`src/rtl/onfi_pp_pkg.sv`:
```
package onfi_pp_pkg;

  typedef enum logic [1:0] {
    OP_CMD  = 2'd0,
    OP_ADDR = 2'd1,
    OP_WR   = 2'd2,
    OP_RD   = 2'd3
  } op_kind_e;

  typedef enum logic [3:0] {
    S_IDLE, S_RPP_CMD, S_RPP_ADR, S_ST_CMD, S_ST_RD, S_RD_CMD,
    S_TBL, S_DECIDE, S_SF_CMD, S_SF_ADR, S_SF_DAT
  } seq_state_e;

  localparam logic [7:0] CMD_PARAM  = 8'hEC;
  localparam logic [7:0] CMD_STATUS = 8'h70;
  localparam logic [7:0] CMD_READ   = 8'h00;
  localparam logic [7:0] CMD_SETF   = 8'hEF;
  localparam logic [7:0] FEAT_ECC   = 8'h90;
  localparam logic [7:0] ECC_ON_VAL = 8'h08;
  localparam logic [7:0] BLANK_BYTE = 8'hFF;

  // byte positions decoded from the table
  localparam int OFS_BUSW  = 6;
  localparam int OFS_MODEL = 49;
  localparam int OFS_MFR   = 64;
  localparam int OFS_PGB   = 80;
  localparam int OFS_SPB   = 84;
  localparam int OFS_PPB   = 92;
  localparam int OFS_BPL   = 96;
  localparam int OFS_LUN   = 100;
  localparam int OFS_ECC   = 112;

endpackage

```
`src/rtl/onfi_field_cap.sv`:
```
module onfi_field_cap #(
  parameter int OFFS  = 0,
  parameter int NB    = 1,
  parameter int IDX_W = 8,
  localparam int VW   = 8 * NB
) (
  input  logic             clk_i,
  input  logic             rst_ni,
  input  logic             clr_i,
  input  logic             stb_i,
  input  logic [IDX_W-1:0] idx_i,
  input  logic [7:0]       byte_i,
  output logic [VW-1:0]    val_o
);

  logic [VW-1:0] val_q;

  for (genvar b = 0; b < NB; b++) begin : g_byte
    always_ff @(posedge clk_i or negedge rst_ni) begin
      if (!rst_ni)                                  val_q[8*b +: 8] <= '0;
      else if (clr_i)                               val_q[8*b +: 8] <= '0;
      else if (stb_i && idx_i == IDX_W'(OFFS + b))  val_q[8*b +: 8] <= byte_i;
    end
  end

  assign val_o = val_q;

  // bytes outside this field's window leave it untouched
  p_window_only_r5: assert property (@(posedge clk_i) disable iff (!rst_ni)
    (!clr_i && (!stb_i || idx_i < IDX_W'(OFFS) || idx_i >= IDX_W'(OFFS + NB)))
      |=> $stable(val_o));

endmodule

```
`src/rtl/onfi_ecc_rule.sv`:
```
module onfi_ecc_rule #(
  parameter logic [7:0] MFR_MASK = 8'h2C,
  parameter logic [7:0] ECC_REQ  = 8'h04
) (
  input  logic [7:0] mfr_i,
  input  logic [7:0] ecc_bits_i,
  input  logic [7:0] model_i,
  output logic       elig_o
);

  logic mfr_ok, ecc_ok, model_ok;

  assign mfr_ok   = (mfr_i & MFR_MASK) == MFR_MASK;
  assign ecc_ok   = ecc_bits_i == ECC_REQ;
  assign model_ok = (model_i == 8'h31) || (model_i == 8'h32) || (model_i == 8'h34);
  assign elig_o   = mfr_ok && ecc_ok && model_ok;

endmodule

```
`src/rtl/onfi_seq.sv`:
```
module onfi_seq
  import onfi_pp_pkg::*;
#(
  parameter int TBL_LEN  = 256,
  parameter int POLL_MAX = 64,
  localparam int IDX_W   = $clog2(TBL_LEN),
  localparam int PW      = $clog2(POLL_MAX + 1)
) (
  input  logic             clk_i,
  input  logic             rst_ni,
  input  logic             start_i,
  input  logic             ecc_on_i,
  input  logic             elig_i,
  output logic             req_o,
  output logic [1:0]       kind_o,
  output logic [7:0]       wdata_o,
  input  logic             ack_i,
  input  logic [7:0]       rdata_i,
  output logic             busy_o,
  output logic             done_o,
  output logic             valid_o,
  output logic             err_o,
  output logic             ecc_en_o,
  output logic             clr_o,
  output logic             cap_stb_o,
  output logic [IDX_W-1:0] cap_idx_o
);

  seq_state_e       state_q;
  logic [IDX_W-1:0] idx_q;
  logic [PW-1:0]    poll_q;
  logic [1:0]       sf_q;
  logic             ecc_on_q, nonff_q, done_q, valid_q, err_q, ecc_en_q;
  logic             fire;
  op_kind_e         kind;

  assign fire = req_o && ack_i;

  always_comb begin
    req_o   = 1'b1;
    kind    = OP_CMD;
    wdata_o = 8'h00;
    unique case (state_q)
      S_RPP_CMD: wdata_o = CMD_PARAM;
      S_RPP_ADR: kind = OP_ADDR;
      S_ST_CMD:  wdata_o = CMD_STATUS;
      S_ST_RD:   kind = OP_RD;
      S_RD_CMD:  wdata_o = CMD_READ;
      S_TBL:     kind = OP_RD;
      S_SF_CMD:  wdata_o = CMD_SETF;
      S_SF_ADR:  begin kind = OP_ADDR; wdata_o = FEAT_ECC; end
      S_SF_DAT:  begin
        kind    = OP_WR;
        wdata_o = (sf_q == 2'd0 && ecc_on_q) ? ECC_ON_VAL : 8'h00;
      end
      default:   req_o = 1'b0;
    endcase
  end

  assign kind_o = kind;

  always_ff @(posedge clk_i or negedge rst_ni) begin
    if (!rst_ni) begin
      state_q  <= S_IDLE;
      idx_q    <= '0;
      poll_q   <= '0;
      sf_q     <= '0;
      ecc_on_q <= 1'b0;
      nonff_q  <= 1'b0;
      done_q   <= 1'b0;
      valid_q  <= 1'b0;
      err_q    <= 1'b0;
      ecc_en_q <= 1'b0;
    end else begin
      done_q <= 1'b0;
      unique case (state_q)
        S_IDLE: if (start_i) begin
          ecc_on_q <= ecc_on_i;
          valid_q  <= 1'b0;
          err_q    <= 1'b0;
          ecc_en_q <= 1'b0;
          nonff_q  <= 1'b0;
          idx_q    <= '0;
          poll_q   <= '0;
          sf_q     <= '0;
          state_q  <= S_RPP_CMD;
        end
        S_RPP_CMD: if (fire) state_q <= S_RPP_ADR;
        S_RPP_ADR: if (fire) state_q <= S_ST_CMD;
        S_ST_CMD:  if (fire) state_q <= S_ST_RD;
        S_ST_RD: if (fire) begin
          if (rdata_i[6]) begin
            state_q <= S_RD_CMD;
          end else if (poll_q == PW'(POLL_MAX - 1)) begin
            err_q   <= 1'b1;
            done_q  <= 1'b1;
            state_q <= S_IDLE;
          end else begin
            poll_q <= poll_q + 1'b1;
          end
        end
        S_RD_CMD: if (fire) state_q <= S_TBL;
        S_TBL: if (fire) begin
          if (rdata_i != BLANK_BYTE) nonff_q <= 1'b1;
          if (idx_q == IDX_W'(TBL_LEN - 1)) state_q <= S_DECIDE;
          else                              idx_q   <= idx_q + 1'b1;
        end
        S_DECIDE: begin
          if (!nonff_q) begin
            err_q   <= 1'b1;
            done_q  <= 1'b1;
            state_q <= S_IDLE;
          end else if (elig_i) begin
            state_q <= S_SF_CMD;
          end else begin
            valid_q <= 1'b1;
            done_q  <= 1'b1;
            state_q <= S_IDLE;
          end
        end
        S_SF_CMD: if (fire) state_q <= S_SF_ADR;
        S_SF_ADR: if (fire) state_q <= S_SF_DAT;
        S_SF_DAT: if (fire) begin
          if (sf_q == 2'd3) begin
            valid_q  <= 1'b1;
            ecc_en_q <= ecc_on_q;
            done_q   <= 1'b1;
            state_q  <= S_IDLE;
          end else begin
            sf_q <= sf_q + 1'b1;
          end
        end
        default: state_q <= S_IDLE;
      endcase
    end
  end

  assign busy_o    = state_q != S_IDLE;
  assign done_o    = done_q;
  assign valid_o   = valid_q;
  assign err_o     = err_q;
  assign ecc_en_o  = ecc_en_q;
  assign clr_o     = start_i && state_q == S_IDLE;
  assign cap_stb_o = fire && state_q == S_TBL;
  assign cap_idx_o = idx_q;

  p_req_hold_r11: assert property (@(posedge clk_i) disable iff (!rst_ni)
    (req_o && !ack_i) |=> (req_o && $stable(kind_o) && $stable(wdata_o)));
  p_idle_quiet_r11: assert property (@(posedge clk_i) disable iff (!rst_ni)
    !busy_o |-> !req_o);
  p_done_pulse_r12: assert property (@(posedge clk_i) disable iff (!rst_ni)
    done_o |=> !done_o);
  p_flag_excl_r4: assert property (@(posedge clk_i) disable iff (!rst_ni)
    !(valid_o && err_o));
  p_ecc_needs_valid_r8: assert property (@(posedge clk_i) disable iff (!rst_ni)
    ecc_en_o |-> valid_o);
  p_start_clears_r13: assert property (@(posedge clk_i) disable iff (!rst_ni)
    (start_i && !busy_o) |=> (busy_o && !valid_o && !err_o && !ecc_en_o));

endmodule

```
`src/rtl/onfi_pp_reader.sv`:
```
module onfi_pp_reader
  import onfi_pp_pkg::*;
#(
  parameter int TBL_LEN  = 256,
  parameter int POLL_MAX = 64,
  localparam int IDX_W   = $clog2(TBL_LEN)
) (
  input  logic        clk_i,
  input  logic        rst_ni,
  input  logic        start_i,
  input  logic        ecc_on_i,
  output logic        nand_req_o,
  output logic [1:0]  nand_kind_o,
  output logic [7:0]  nand_wdata_o,
  input  logic        nand_ack_i,
  input  logic [7:0]  nand_rdata_i,
  output logic        busy_o,
  output logic        done_o,
  output logic        valid_o,
  output logic        err_o,
  output logic        ecc_en_o,
  output logic        bus16_o,
  output logic [7:0]  model_o,
  output logic [7:0]  mfr_id_o,
  output logic [31:0] page_bytes_o,
  output logic [15:0] spare_bytes_o,
  output logic [31:0] blk_pages_o,
  output logic [31:0] lun_blocks_o,
  output logic [7:0]  lun_cnt_o,
  output logic [7:0]  ecc_bits_o
);

  logic             clr, stb, elig;
  logic [IDX_W-1:0] idx;
  logic [7:0]       busw_raw, model, mfr, luns, eccb;
  logic [31:0]      pgb, ppb, bpl;
  logic [15:0]      spb;
  logic             unused_busw;

  onfi_seq #(.TBL_LEN(TBL_LEN), .POLL_MAX(POLL_MAX)) u_seq (
    .clk_i, .rst_ni, .start_i, .ecc_on_i,
    .elig_i    (elig),
    .req_o     (nand_req_o),
    .kind_o    (nand_kind_o),
    .wdata_o   (nand_wdata_o),
    .ack_i     (nand_ack_i),
    .rdata_i   (nand_rdata_i),
    .busy_o, .done_o, .valid_o, .err_o, .ecc_en_o,
    .clr_o     (clr),
    .cap_stb_o (stb),
    .cap_idx_o (idx)
  );

  onfi_field_cap #(.OFFS(OFS_BUSW),  .NB(1), .IDX_W(IDX_W)) u_busw  (.clk_i, .rst_ni, .clr_i(clr), .stb_i(stb), .idx_i(idx), .byte_i(nand_rdata_i), .val_o(busw_raw));
  onfi_field_cap #(.OFFS(OFS_MODEL), .NB(1), .IDX_W(IDX_W)) u_model (.clk_i, .rst_ni, .clr_i(clr), .stb_i(stb), .idx_i(idx), .byte_i(nand_rdata_i), .val_o(model));
  onfi_field_cap #(.OFFS(OFS_MFR),   .NB(1), .IDX_W(IDX_W)) u_mfr   (.clk_i, .rst_ni, .clr_i(clr), .stb_i(stb), .idx_i(idx), .byte_i(nand_rdata_i), .val_o(mfr));
  onfi_field_cap #(.OFFS(OFS_PGB),   .NB(4), .IDX_W(IDX_W)) u_pgb   (.clk_i, .rst_ni, .clr_i(clr), .stb_i(stb), .idx_i(idx), .byte_i(nand_rdata_i), .val_o(pgb));
  onfi_field_cap #(.OFFS(OFS_SPB),   .NB(2), .IDX_W(IDX_W)) u_spb   (.clk_i, .rst_ni, .clr_i(clr), .stb_i(stb), .idx_i(idx), .byte_i(nand_rdata_i), .val_o(spb));
  onfi_field_cap #(.OFFS(OFS_PPB),   .NB(4), .IDX_W(IDX_W)) u_ppb   (.clk_i, .rst_ni, .clr_i(clr), .stb_i(stb), .idx_i(idx), .byte_i(nand_rdata_i), .val_o(ppb));
  onfi_field_cap #(.OFFS(OFS_BPL),   .NB(4), .IDX_W(IDX_W)) u_bpl   (.clk_i, .rst_ni, .clr_i(clr), .stb_i(stb), .idx_i(idx), .byte_i(nand_rdata_i), .val_o(bpl));
  onfi_field_cap #(.OFFS(OFS_LUN),   .NB(1), .IDX_W(IDX_W)) u_lun   (.clk_i, .rst_ni, .clr_i(clr), .stb_i(stb), .idx_i(idx), .byte_i(nand_rdata_i), .val_o(luns));
  onfi_field_cap #(.OFFS(OFS_ECC),   .NB(1), .IDX_W(IDX_W)) u_ecc   (.clk_i, .rst_ni, .clr_i(clr), .stb_i(stb), .idx_i(idx), .byte_i(nand_rdata_i), .val_o(eccb));

  onfi_ecc_rule u_rule (
    .mfr_i      (mfr),
    .ecc_bits_i (eccb),
    .model_i    (model),
    .elig_o     (elig)
  );

  assign unused_busw = ^busw_raw[7:1];

  // fields are reported only for an accepted page
  assign bus16_o       = valid_o & busw_raw[0];
  assign model_o       = valid_o ? model : '0;
  assign mfr_id_o      = valid_o ? mfr   : '0;
  assign page_bytes_o  = valid_o ? pgb   : '0;
  assign spare_bytes_o = valid_o ? spb   : '0;
  assign blk_pages_o   = valid_o ? ppb   : '0;
  assign lun_blocks_o  = valid_o ? bpl   : '0;
  assign lun_cnt_o     = valid_o ? luns  : '0;
  assign ecc_bits_o    = valid_o ? eccb  : '0;

  p_err_hides_fields_r4: assert property (@(posedge clk_i) disable iff (!rst_ni)
    err_o |-> (page_bytes_o == '0 && mfr_id_o == '0 && !bus16_o));

endmodule

```
`config.mk`:
```
export PLATFORM = sky130hd
export DESIGN_NAME = onfi_pp_reader
export DESIGN_NICKNAME = d
export VERILOG_FILES = /design/src/rtl/onfi_pp_pkg.sv /design/src/rtl/onfi_field_cap.sv /design/src/rtl/onfi_ecc_rule.sv /design/src/rtl/onfi_seq.sv /design/src/rtl/onfi_pp_reader.sv
export SDC_FILE = /design/constraint.sdc
export NUM_CORES = 1
export LEC_CHECK = 0
export ABC_AREA = 0
export BUFFER_PORTS_ARGS = -buffer_cell sky130_fd_sc_hd__buf_2
export CORE_MARGIN = 4
export CORE_UTILIZATION = 60
export CTS_CLUSTER_DIAMETER = 150
export CTS_CLUSTER_SIZE = 16
export DETAILED_ROUTE_END_ITERATION = 8
export GPL_ROUTABILITY_DRIVEN = 0
export PLACE_DENSITY = 0.89
export SLEW_MARGIN = 25
export SYNTH_ARGS = -nofsm -noshare
export SYNTH_HDL_FRONTEND = slang
export SYNTH_SLANG_ARGS = --single-unit
```
`constraint.sdc`:
```
create_clock -name clk_i -period 3.7 [get_ports clk_i]
set_input_delay 0.37 -clock clk_i [delete_from_list [all_inputs] [get_ports clk_i]]
set_output_delay 0.37 -clock clk_i [all_outputs]
set_load 0.02 [all_outputs]
```
After elaboration in Yosys (flattened, before gate mapping)
Index checks and enable logic that the tools add are counted.
{"block": "classes", "addsub": 3, "eq_ne": 60, "muxes": 105, "bitwise": 1, "n_reduce_logical": 66}
{"cell": "8-bit two-way mux", "count": 43}
{"cell": "8-bit by 7-bit == test with 1-bit output (second input constant)", "count": 17}
{"cell": "32-bit two-way mux", "count": 3}
{"cell": "4-bit two-way mux", "count": 17}
{"cell": "4-bit case mux with 11 select lines", "count": 1}
{"cell": "2-bit nonzero test", "count": 22}
{"cell": "8-bit case mux with 5 select lines", "count": 1}
{"cell": "8-bit by 6-bit == test with 1-bit output (second input constant)", "count": 4}
{"cell": "7-bit two-way mux", "count": 4}
{"cell": "2-bit by 1-bit inequality test with 1-bit output (second input constant)", "count": 14}
{"cell": "1-bit logical AND", "count": 25}
{"cell": "1-bit two-way mux", "count": 23}
{"cell": "4-bit by 3-bit == test with 1-bit output (second input constant)", "count": 4}
{"cell": "8-bit by 3-bit == test with 1-bit output (second input constant)", "count": 2}
{"cell": "16-bit two-way mux", "count": 1}
{"cell": "8-bit case mux with 2 select lines", "count": 1}
{"cell": "4-bit AND reduction", "count": 4}
{"cell": "2-bit inequality test (second input constant)", "count": 7}
{"cell": "7-bit case mux with 2 select lines", "count": 1}
{"cell": "13-bit AND reduction", "count": 1}
{"cell": "4-bit == test (second input constant)", "count": 3}
{"cell": "6-bit AND reduction", "count": 2}
{"cell": "1-bit case mux with 3 select lines", "count": 3}
{"cell": "9-bit OR reduction", "count": 1}
{"cell": "other kinds (24)", "count": 31}
{"block": "totals", "register_bits": 172, "out_inout_bits": 161, "elab_cells": 264}

Depth between registers and ports, before layout
Gate-level depths: netlist of the first run.
{"block": "logic_depth", "ltp_word": 8, "ltp_mapped": 8, "ltp_nobuf": 6}

Modules after synthesis
Synthesis of the first run repeated with hierarchy kept, for this count alone.
{"block": "unflattened", "cells_unflattened": 985, "hier_area_um2": 10472.5}
{"module": "onfi_field_cap (u_bpl ...)", "n_inst": 2, "cells_each": 120, "area_each_um2": 1527.7, "seq_area_each_um2": 800.8}
{"module": "onfi_seq", "n_inst": 1, "cells_each": 206, "area_each_um2": 1795.5, "seq_area_each_um2": 675.6}
{"module": "onfi_field_cap (u_ppb)", "n_inst": 1, "cells_each": 120, "area_each_um2": 1515.2, "seq_area_each_um2": 800.8}
{"module": "onfi_pp_reader", "n_inst": 1, "cells_each": 161, "area_each_um2": 1138.6, "seq_area_each_um2": 0.0}
{"module": "onfi_field_cap (u_ecc ...)", "n_inst": 2, "cells_each": 37, "area_each_um2": 419.2, "seq_area_each_um2": 200.2}
{"module": "onfi_field_cap (u_spb)", "n_inst": 1, "cells_each": 64, "area_each_um2": 779.5, "seq_area_each_um2": 400.4}
{"module": "onfi_field_cap (u_busw)", "n_inst": 1, "cells_each": 37, "area_each_um2": 427.9, "seq_area_each_um2": 200.2}
{"module": "onfi_field_cap (u_model)", "n_inst": 1, "cells_each": 37, "area_each_um2": 422.9, "seq_area_each_um2": 200.2}
{"module": "onfi_field_cap (u_mfr)", "n_inst": 1, "cells_each": 37, "area_each_um2": 415.4, "seq_area_each_um2": 200.2}
{"module": "onfi_ecc_rule", "n_inst": 1, "cells_each": 9, "area_each_um2": 83.8, "seq_area_each_um2": 0.0}

Least setup slack after synthesis of the first run
OpenSTA, ideal clock, no wires.
{"block": "synth_timing", "kind": "reg2out", "from": "reg u_seq.state_q[0]", "to": "out nand_wdata_o[1]", "t_arrival_ps": 1832, "required_ps": 3330, "setup_slack_ps": 1498, "stages_incl_launch_ff": 5, "n_path_buf": 3, "path_cell_list": "dfrtp_1 -> buf_2 -> buf_1 -> nor4_1 -> buf_4"}
{"block": "synth_via", "elab_chain_len": 2, "elab_cells_between_ends": 6}
{"element": "start, declared", "line": "onfi_seq.sv:29", "text": "seq_state_e state_q;"}
{"element": "start signal, assigned", "line": "onfi_seq.sv:64", "text": "state_q <= S_IDLE;"}
{"element": "start signal, assigned", "line": "onfi_seq.sv:86", "text": "state_q <= S_RPP_CMD;"}
{"element": "start signal, assigned", "line": "onfi_seq.sv:88", "text": "S_RPP_CMD: if (fire) state_q <= S_RPP_ADR;"}
{"element": "4-bit == test (tied with other cells)", "line": "onfi_seq.sv:43", "text": "unique case (state_q)"}
{"element": "8-bit case mux with 5 select lines *", "line": "onfi_seq.sv:43"}
{"element": "end, declared", "line": "onfi_pp_reader.sv:14", "text": "output logic [7:0] nand_wdata_o,"}
Every way passes the cells marked *; elsewhere a longest branch is shown, timed or not.

Worst setup path after layout of the first run
{"block": "layout_timing", "from": "reg u_seq.state_q[0]", "to": "reg u_seq.poll_q[5]"}
{"block": "layout_via", "elab_chain_len": 6, "elab_cells_between_ends": 20}
{"element": "4-bit by 1-bit == test with 1-bit output (tied with other cells)", "line": "onfi_seq.sv:43"}
{"element": "9-bit OR reduction (no line)"}
{"element": "1-bit two-way mux", "line": "onfi_seq.sv:43"}
{"element": "1-bit logical AND", "line": "onfi_seq.sv:37", "text": "assign fire = req_o && ack_i;"}
{"element": "2-bit by 1-bit inequality test with 1-bit output (no line)"}
{"element": "5-bit AND reduction (no line)"}
{"element": "end signal, assigned", "line": "onfi_seq.sv:99", "text": "poll_q <= poll_q + 1'b1;"}
{"element": "end, declared", "line": "onfi_seq.sv:31", "text": "logic [PW-1:0] poll_q;"}
Parallel ways exist; a longest one is shown, timed or not.
A chain may end at the register's enable or synchronous reset.

==> impl_metrics.ini, run 1 <==
[floorplanning]
io_pins = 174
row_count = 43
die_area_um2 = 16590
core_area_um2 = 14100
die_x_um = 128.8
initial_core_util_pct = 62.11
die_h_um = 128.8

[clocking]
cts_setup_buffers = 0
cts_max_path_buffers = 2
clock-sinks = 172
clk_transition_reported_paths_ns = 0.06
root_buffer = clkbuf_16
worstSkewPairLatency_ns = 0.43
cts_resized = 0
numCtsBuffers = 17
cts_tree = built
cts-hold-fix-buffers = 0
htree_levels = 4

[placed_design]
place_area_um2 = 9623
detailed_place_hpwl_um = 14410
port-buffer-count = 173

[timing]
setup_tns_ns = 0
max_slew_margin_pct = 35.91
fin_crit_ns = 2.580
period_share_pct = 69.74
hold_viol = 0
worstMarginPinSlew_ns = 0.9614
fin_worst_skew_ns = 0.008517
finalSetupViolations = 0
drv_slew = 0
fmax_mhz = 387.5
rsz0062_at_grt = false

[power_and_ir_drop]
p_leak_uw = 0.005529
seqPwrFrac_pct = 45.2
p_switching_uw = 1657
switching_share_pct = 33.54
p_int_uw = 3283
ir_drop_mv = 0.3854
p_comb_share_pct = 21.0
pwr-share-clk_pct = 33.8
fin_total_pwr_uw = 4940
power_density_nw_per_um2 = 486.4

[synthesis]
syn_area_um2 = 8755
syn_avg_cell_area_um2 = 9.343
syn_inst = 937
seq_area_frac_synth_pct = 49.16
ys_types = 54
synth_ff_type = dfrtp_1
synthArstFlopShare_pct = 100.0
synth_nets = 957
synth_warnings = 0
synth-edff-count = 0
synth_seq_cells = 172

[critical_path]
cp-end-kind = register
reg2reg_depth = 6
crit_fanout = 24
rrSetupSlack_ns = 1.12
required_ns = 4.05
start_kind = register
worstSetupPathType = reg2reg
r2r-start = u_seq.state_q[0]$_DFFE_PN0P_
worstPathArrival_ns = 2.93
r2r_end = u_seq.poll_q[5]$_DFFE_PN0P_

[cells_and_area]
fin_area_um2 = 10160
fillers = 1021
layout.nets = 1076
n_antenna_cell = 0
drive_gt1_share_pct = 21.03
final_common_cell = buf_2
layout_common_cells = buf_2, dfrtp_1, and2_1, nor2_1, nand2_1
syn_to_final_growth_pct = 16.02

[global_routing]
grt_usage_pct = 27.01
grt-ovfl-total = 0
grt_pass1_vias = 6745
grt_max_degree = 102
grt_pass1_wl_um = 35300
antenna_found_initial = 0

[drt]
detailroute.via_count = 7159
via_per_inst = 5.750
drc = 0
final_antenna_net_count = 0
drt_pass1_iterations = 5
drt_iter0_markers = 620
wl_um = 22050
avgRoutedWirePerCell_um = 17.71

[min_path]
hp-class = in2async

[outcome]
status = complete, no violations

[run]
maxCapViolCount = 0
registers in the layout, summed over array words and instances, names as in the netlist:
name	flops
u_bpl.val_o	32
u_pgb.val_o	32
u_ppb.val_o	32
u_spb.val_o	16
u_ecc.val_o	8
u_lun.val_o	8
u_mfr.val_o	8
u_model.val_o	8
u_seq.cap_idx_o	8
u_seq.poll_q	7
u_seq.state_q	4
u_seq.sf_q	2
u_busw.val_o	1
u_seq.done_o	1
u_seq.ecc_en_o	1
u_seq.ecc_on_q	1
u_seq.err_o	1
u_seq.nonff_q	1
u_seq.valid_o	1
area by class of cell:
class	count	area, µm²	area share [%]
repair buffers	180	962.2	9.473
clock inverters	9	101.3	0.9978
clock buffers	19	432.9	4.262
flip-flops and latches	172	4305	42.39
multi-input cells	668	4066	40.03
inverters	17	63.81	0.6282
well taps	180	225.2	2.217
kinds of logic (layout without fill, tap and decap cells):
kind of cell	count (synthesis)	in the layout	synth area share [%]
AO/OA/AOI/OAI	96	96	6.503
XOR/XNOR	9	9	0.9004
adder cells (fa/ha/maj)	7	7	1.000
buffers and inverters	97	225	4.488
flip-flops	172	172	49.16
multiplexers	92	92	10.53
AND/OR/NAND/NOR	464	464	27.41
worst max-delay path by stage:
stage	from	endpoint	slack (ns)	depth (start not counted)
finish	u_seq.state_q[0]$_DFFE_PN0P_	u_seq.poll_q[5]$_DFFE_PN0P_	1.12	6
global route	u_seq.state_q[1]$_DFFE_PN0P_	u_ppb.val_o[23]$_DFFE_PN0P_	0.84	6
CTS	u_seq.state_q[1]$_DFFE_PN0P_	u_ppb.val_o[19]$_DFFE_PN0P_	1.13	6
detailed placement	u_seq.state_q[1]$_DFFE_PN0P_	u_ppb.val_o[17]$_DFFE_PN0P_	1.14	6
global placement	u_seq.state_q[1]$_DFFE_PN0P_	u_ppb.val_o[21]$_DFFE_PN0P_	1.26	6
floorplan	u_seq.state_q[0]$_DFFE_PN0P_	nand_wdata_o[1]	1.50	4
Yosys cell counts (all sizes together) (2+ instances only):
master	number	share of area [%]
a211o	2	0.20
a21oi	37	2.2
a31oi	3	0.21
and2	147	11
and3	8	0.57
and4	3	0.30
buf	19	1.1
clkbuf	61	2.6
dfrtp	172	49
ha	7	1.0
inv	17	0.73
mux2i	91	10
nand2	96	4.1
nand3	51	3.1
nand3b	2	0.17
nand4	10	0.71
nand4b	3	0.30
nor2	109	4.7
nor2b	5	0.36
nor3	5	0.29
nor3b	3	0.31
nor4	10	0.96
nor4b	5	0.50
o211ai	2	0.17
o21ai	39	2.2
o311ai	2	0.29
o31ai	4	0.34
or2	2	0.14
xnor2	8	0.80
power by group through the flow:
stage	clock (µW)	combinational, µW	sequential [µW]
2_1_floorplan	0	866	2100
6_report	1670	1040	2230
3_3_place_gp	0	1010	2250
3_5_place_dp	0	1030	2260
5_1_grt	1760	1150	2270
4_1_cts	1690	1040	2230
per-stage QoR:
stage / util, % / setup WS [ns] / std cells / hold WS (ns)
after floorplan: - / 1.498 / 937 / 0.07441
after global placement: 68.27 / 1.261 / 1217 / 0.4746
after detailed placement: 68.27 / 1.143 / 1217 / 0.4840
after CTS: 72.06 / 1.133 / 1245 / 0.07822
after global routing: 72.06 / 0.8365 / 1245 / 0.1209
final: 72.06 / 1.120 / 1245 / 0.02678
worst max-delay path, cell delays in order (launching register included):
cell and delay (ns):
dfrtp_1 0.82, nor4_2 0.17, inv_2 0.12, o2111ai_4 0.20, or3_1 0.51, or4_1 0.54
a21oi_1 0.15
layer usage:
metal	global-route usage (%)	part of all wire, %	vias up	wire, µm
li1	-	-	3343	-
met1	37.66	42	3472	9366
met2	41.92	47	302	10430
met3	5.729	7.8	42	1710
met4	10.25	2.4	0	540
met5	0	0	-	0
(Power assumes the default switching activity.)
==> inputs of run 2 (changes only) <==
--- a/config.mk
+++ b/config.mk
@@ -8,12 +8,12 @@
 export ABC_AREA = 0
 export BUFFER_PORTS_ARGS = -buffer_cell sky130_fd_sc_hd__buf_2
 export CORE_MARGIN = 4
-export CORE_UTILIZATION = 60
+export CORE_UTILIZATION = 50
 export CTS_CLUSTER_DIAMETER = 150
 export CTS_CLUSTER_SIZE = 16
 export DETAILED_ROUTE_END_ITERATION = 8
 export GPL_ROUTABILITY_DRIVEN = 0
-export PLACE_DENSITY = 0.89
+export PLACE_DENSITY = 0.79
 export SLEW_MARGIN = 25
 export SYNTH_ARGS = -nofsm -noshare
 export SYNTH_HDL_FRONTEND = slang
==> constraint.sdc (replaced) <==
create_clock -name clk_i -period 2.1 [get_ports clk_i]
set_input_delay 0.21 -clock clk_i [delete_from_list [all_inputs] [get_ports clk_i]]
set_output_delay 0.21 -clock clk_i [all_outputs]
set_load 0.02 [all_outputs]
==> impl_metrics.ini, run 2 (synthesized netlist as in run 1, its figures left out) <==
[outcome]
status = complete, no violations

[power_and_ir_drop]
p_leak_uw = 0.005837
power_density_nw_per_um2 = 871.3
ir_drop_mv = 0.5613

[drt]
avgRoutedWirePerCell_um = 17.28
drc = 0
final_antenna_net_count = 0
via_per_inst = 5.394
drt_pass1_iterations = 4
detailroute.via_count = 7266
drt_iter0_markers = 412
wl_um = 23280

[run]
maxCapViolCount = 0

[floorplanning]
row_count = 48
die_h_um = 140.3
die_area_um2 = 19690
initial_core_util_pct = 50.79
die_x_um = 140.3
io_pins = 174
core_area_um2 = 17240

[timing]
period_share_pct = 96.11
rsz0062_at_grt = false
drv_slew = 0
hold_viol = 0
setup_ws_ns = 0.08170
max_slew_margin_pct = 62.81
setup_tns_ns = 0
fmax_mhz = 495.5
worstMarginPinSlew_ns = 0.5578
finalSetupViolations = 0
fin_crit_ns = 2.018
whs_ns = 0.2416
fin_worst_skew_ns = 0.005721

[clocking]
cts_max_path_buffers = 2
clk_transition_reported_paths_ns = 0.06
htree_levels = 4
cts_tree = built
clock-sinks = 172
root_buffer = clkbuf_16
numCtsBuffers = 17
worstSkewPairLatency_ns = 0.43

[critical_path]
crit_fanout = 14
critPathTopFamily = compound AO/OA/AOI/OAI gates
required_ns = 2.41
cp_slowest_cell = dfrtp_2
start_kind = register
reg2reg_depth = 5
worst-path-buf-inv = 0
crit_chain = or2_2, a2111o_1, o311ai_1, o21bai_2, mux2_2
cp-end-kind = register
cp.depth = 5
worstSetupPathType = reg2reg
worstPathArrival_ns = 2.32
slowest_delay_ns = 0.49

[cells_and_area]
drive_gt1_share_pct = 25.76
layout_common_cells = buf_2, dfrtp_1, and2_1, nor2_1, nand2_1
fin_area_um2 = 10810
layout.cells.non_filler = 1347
syn_to_final_growth_pct = 23.42
layout.nets = 1129
seq_area_um2 = 4313
multi_input_area_um2 = 4094
final_common_cell = buf_2
fillers = 1404
n_antenna_cell = 0

[global_routing]
grt_pass1_wl_um = 37940
grt-ovfl-total = 0
grt_pass1_vias = 7172
grt_usage_pct = 23.78
grt_max_degree = 64
antenna_found_initial = 0

[placed_design]
detailed_place_hpwl_um = 15310
dp.cells = 1312
port-buffer-count = 173
place_ws_ns = 0.03047
place_area_um2 = 10160

[min_path]
hp-class = in2reg
hold_depth = 3
## run 2: changes by cell type in the layout (fill, tap and decap cells not counted), sizes merged
cell / before / now
clkinvlp: 1 / 4
dlygate4sd3: 0 / 2
inv: 17 / 19
clkinv: 6 / 5
buf: 180 / 231
## run 2: power by group
part	leakage [µW]	switching (µW)	internal, µW
Sequential	0.00237	287	3500
Combinational	0.00318	1530	931
Clock	0.000282	1350	1820
## run 2: layer usage
metal	GRT usage [%]	share of wire [%]	wire (µm)
met1	32.72	44	10300
met2	38.00	47	10920
met3	5.906	7.4	1730
met4	6.119	1.5	338
met5	0	0	0
## run 2: area by class of cell
| class | count | area share [%] |
|---|---|---|
| sequential | 172 | 39.91 |
| multi-input combinational | 668 | 37.89 |
| timing repair buffer | 233 | 13.51 |
| clock buffer | 19 | 4.192 |
| tap | 225 | 2.605 |
| clock inverter | 13 | 1.297 |
| inverter | 17 | 0.5905 |
## run 2: worst register-to-register path, stage by stage, from the launching register on
cell      delay, ns
dfrtp_2        0.49
or2_2          0.32
a2111o_1       0.42
o311ai_1       0.11
o21bai_2       0.21
mux2_2         0.36
## run 2: path summary, 6_finish.rpt
check	to	startpoint	slack [ns]
worst min register to register	u_bpl.val_o[18]$_DFFE_PN0P_	u_bpl.val_o[18]$_DFFE_PN0P_	0.50
worst max-delay path	u_seq.state_q[0]$_DFFE_PN0P_	u_seq.state_q[1]$_DFFE_PN0P_	0.08
max in group asynchronous	u_seq.valid_o$_DFFE_PN0P_	rst_ni	1.08
min in group asynchronous	u_ecc.val_o[2]$_DFFE_PN0P_	rst_ni	0.32
worst min-delay path	u_seq.valid_o$_DFFE_PN0P_	start_i	0.24
worst max register to register	u_seq.state_q[0]$_DFFE_PN0P_	u_seq.state_q[1]$_DFFE_PN0P_	0.08
## run 2: repair_timing
item	in CTS	in global routing
setup buffers	0	1
endpoints found under the hold margin	52	0
gates resized for setup	1	6
hold buffers	2	0
endpoints found under the setup margin	1	74
## run 2: through the flow
step	power, µW	utilization, %
after global routing	9865	62.69
after CTS	9405	62.50
after floorplan	5251	-
after global placement	6184	58.94
final	9414	62.69
after detailed placement	6234	58.94
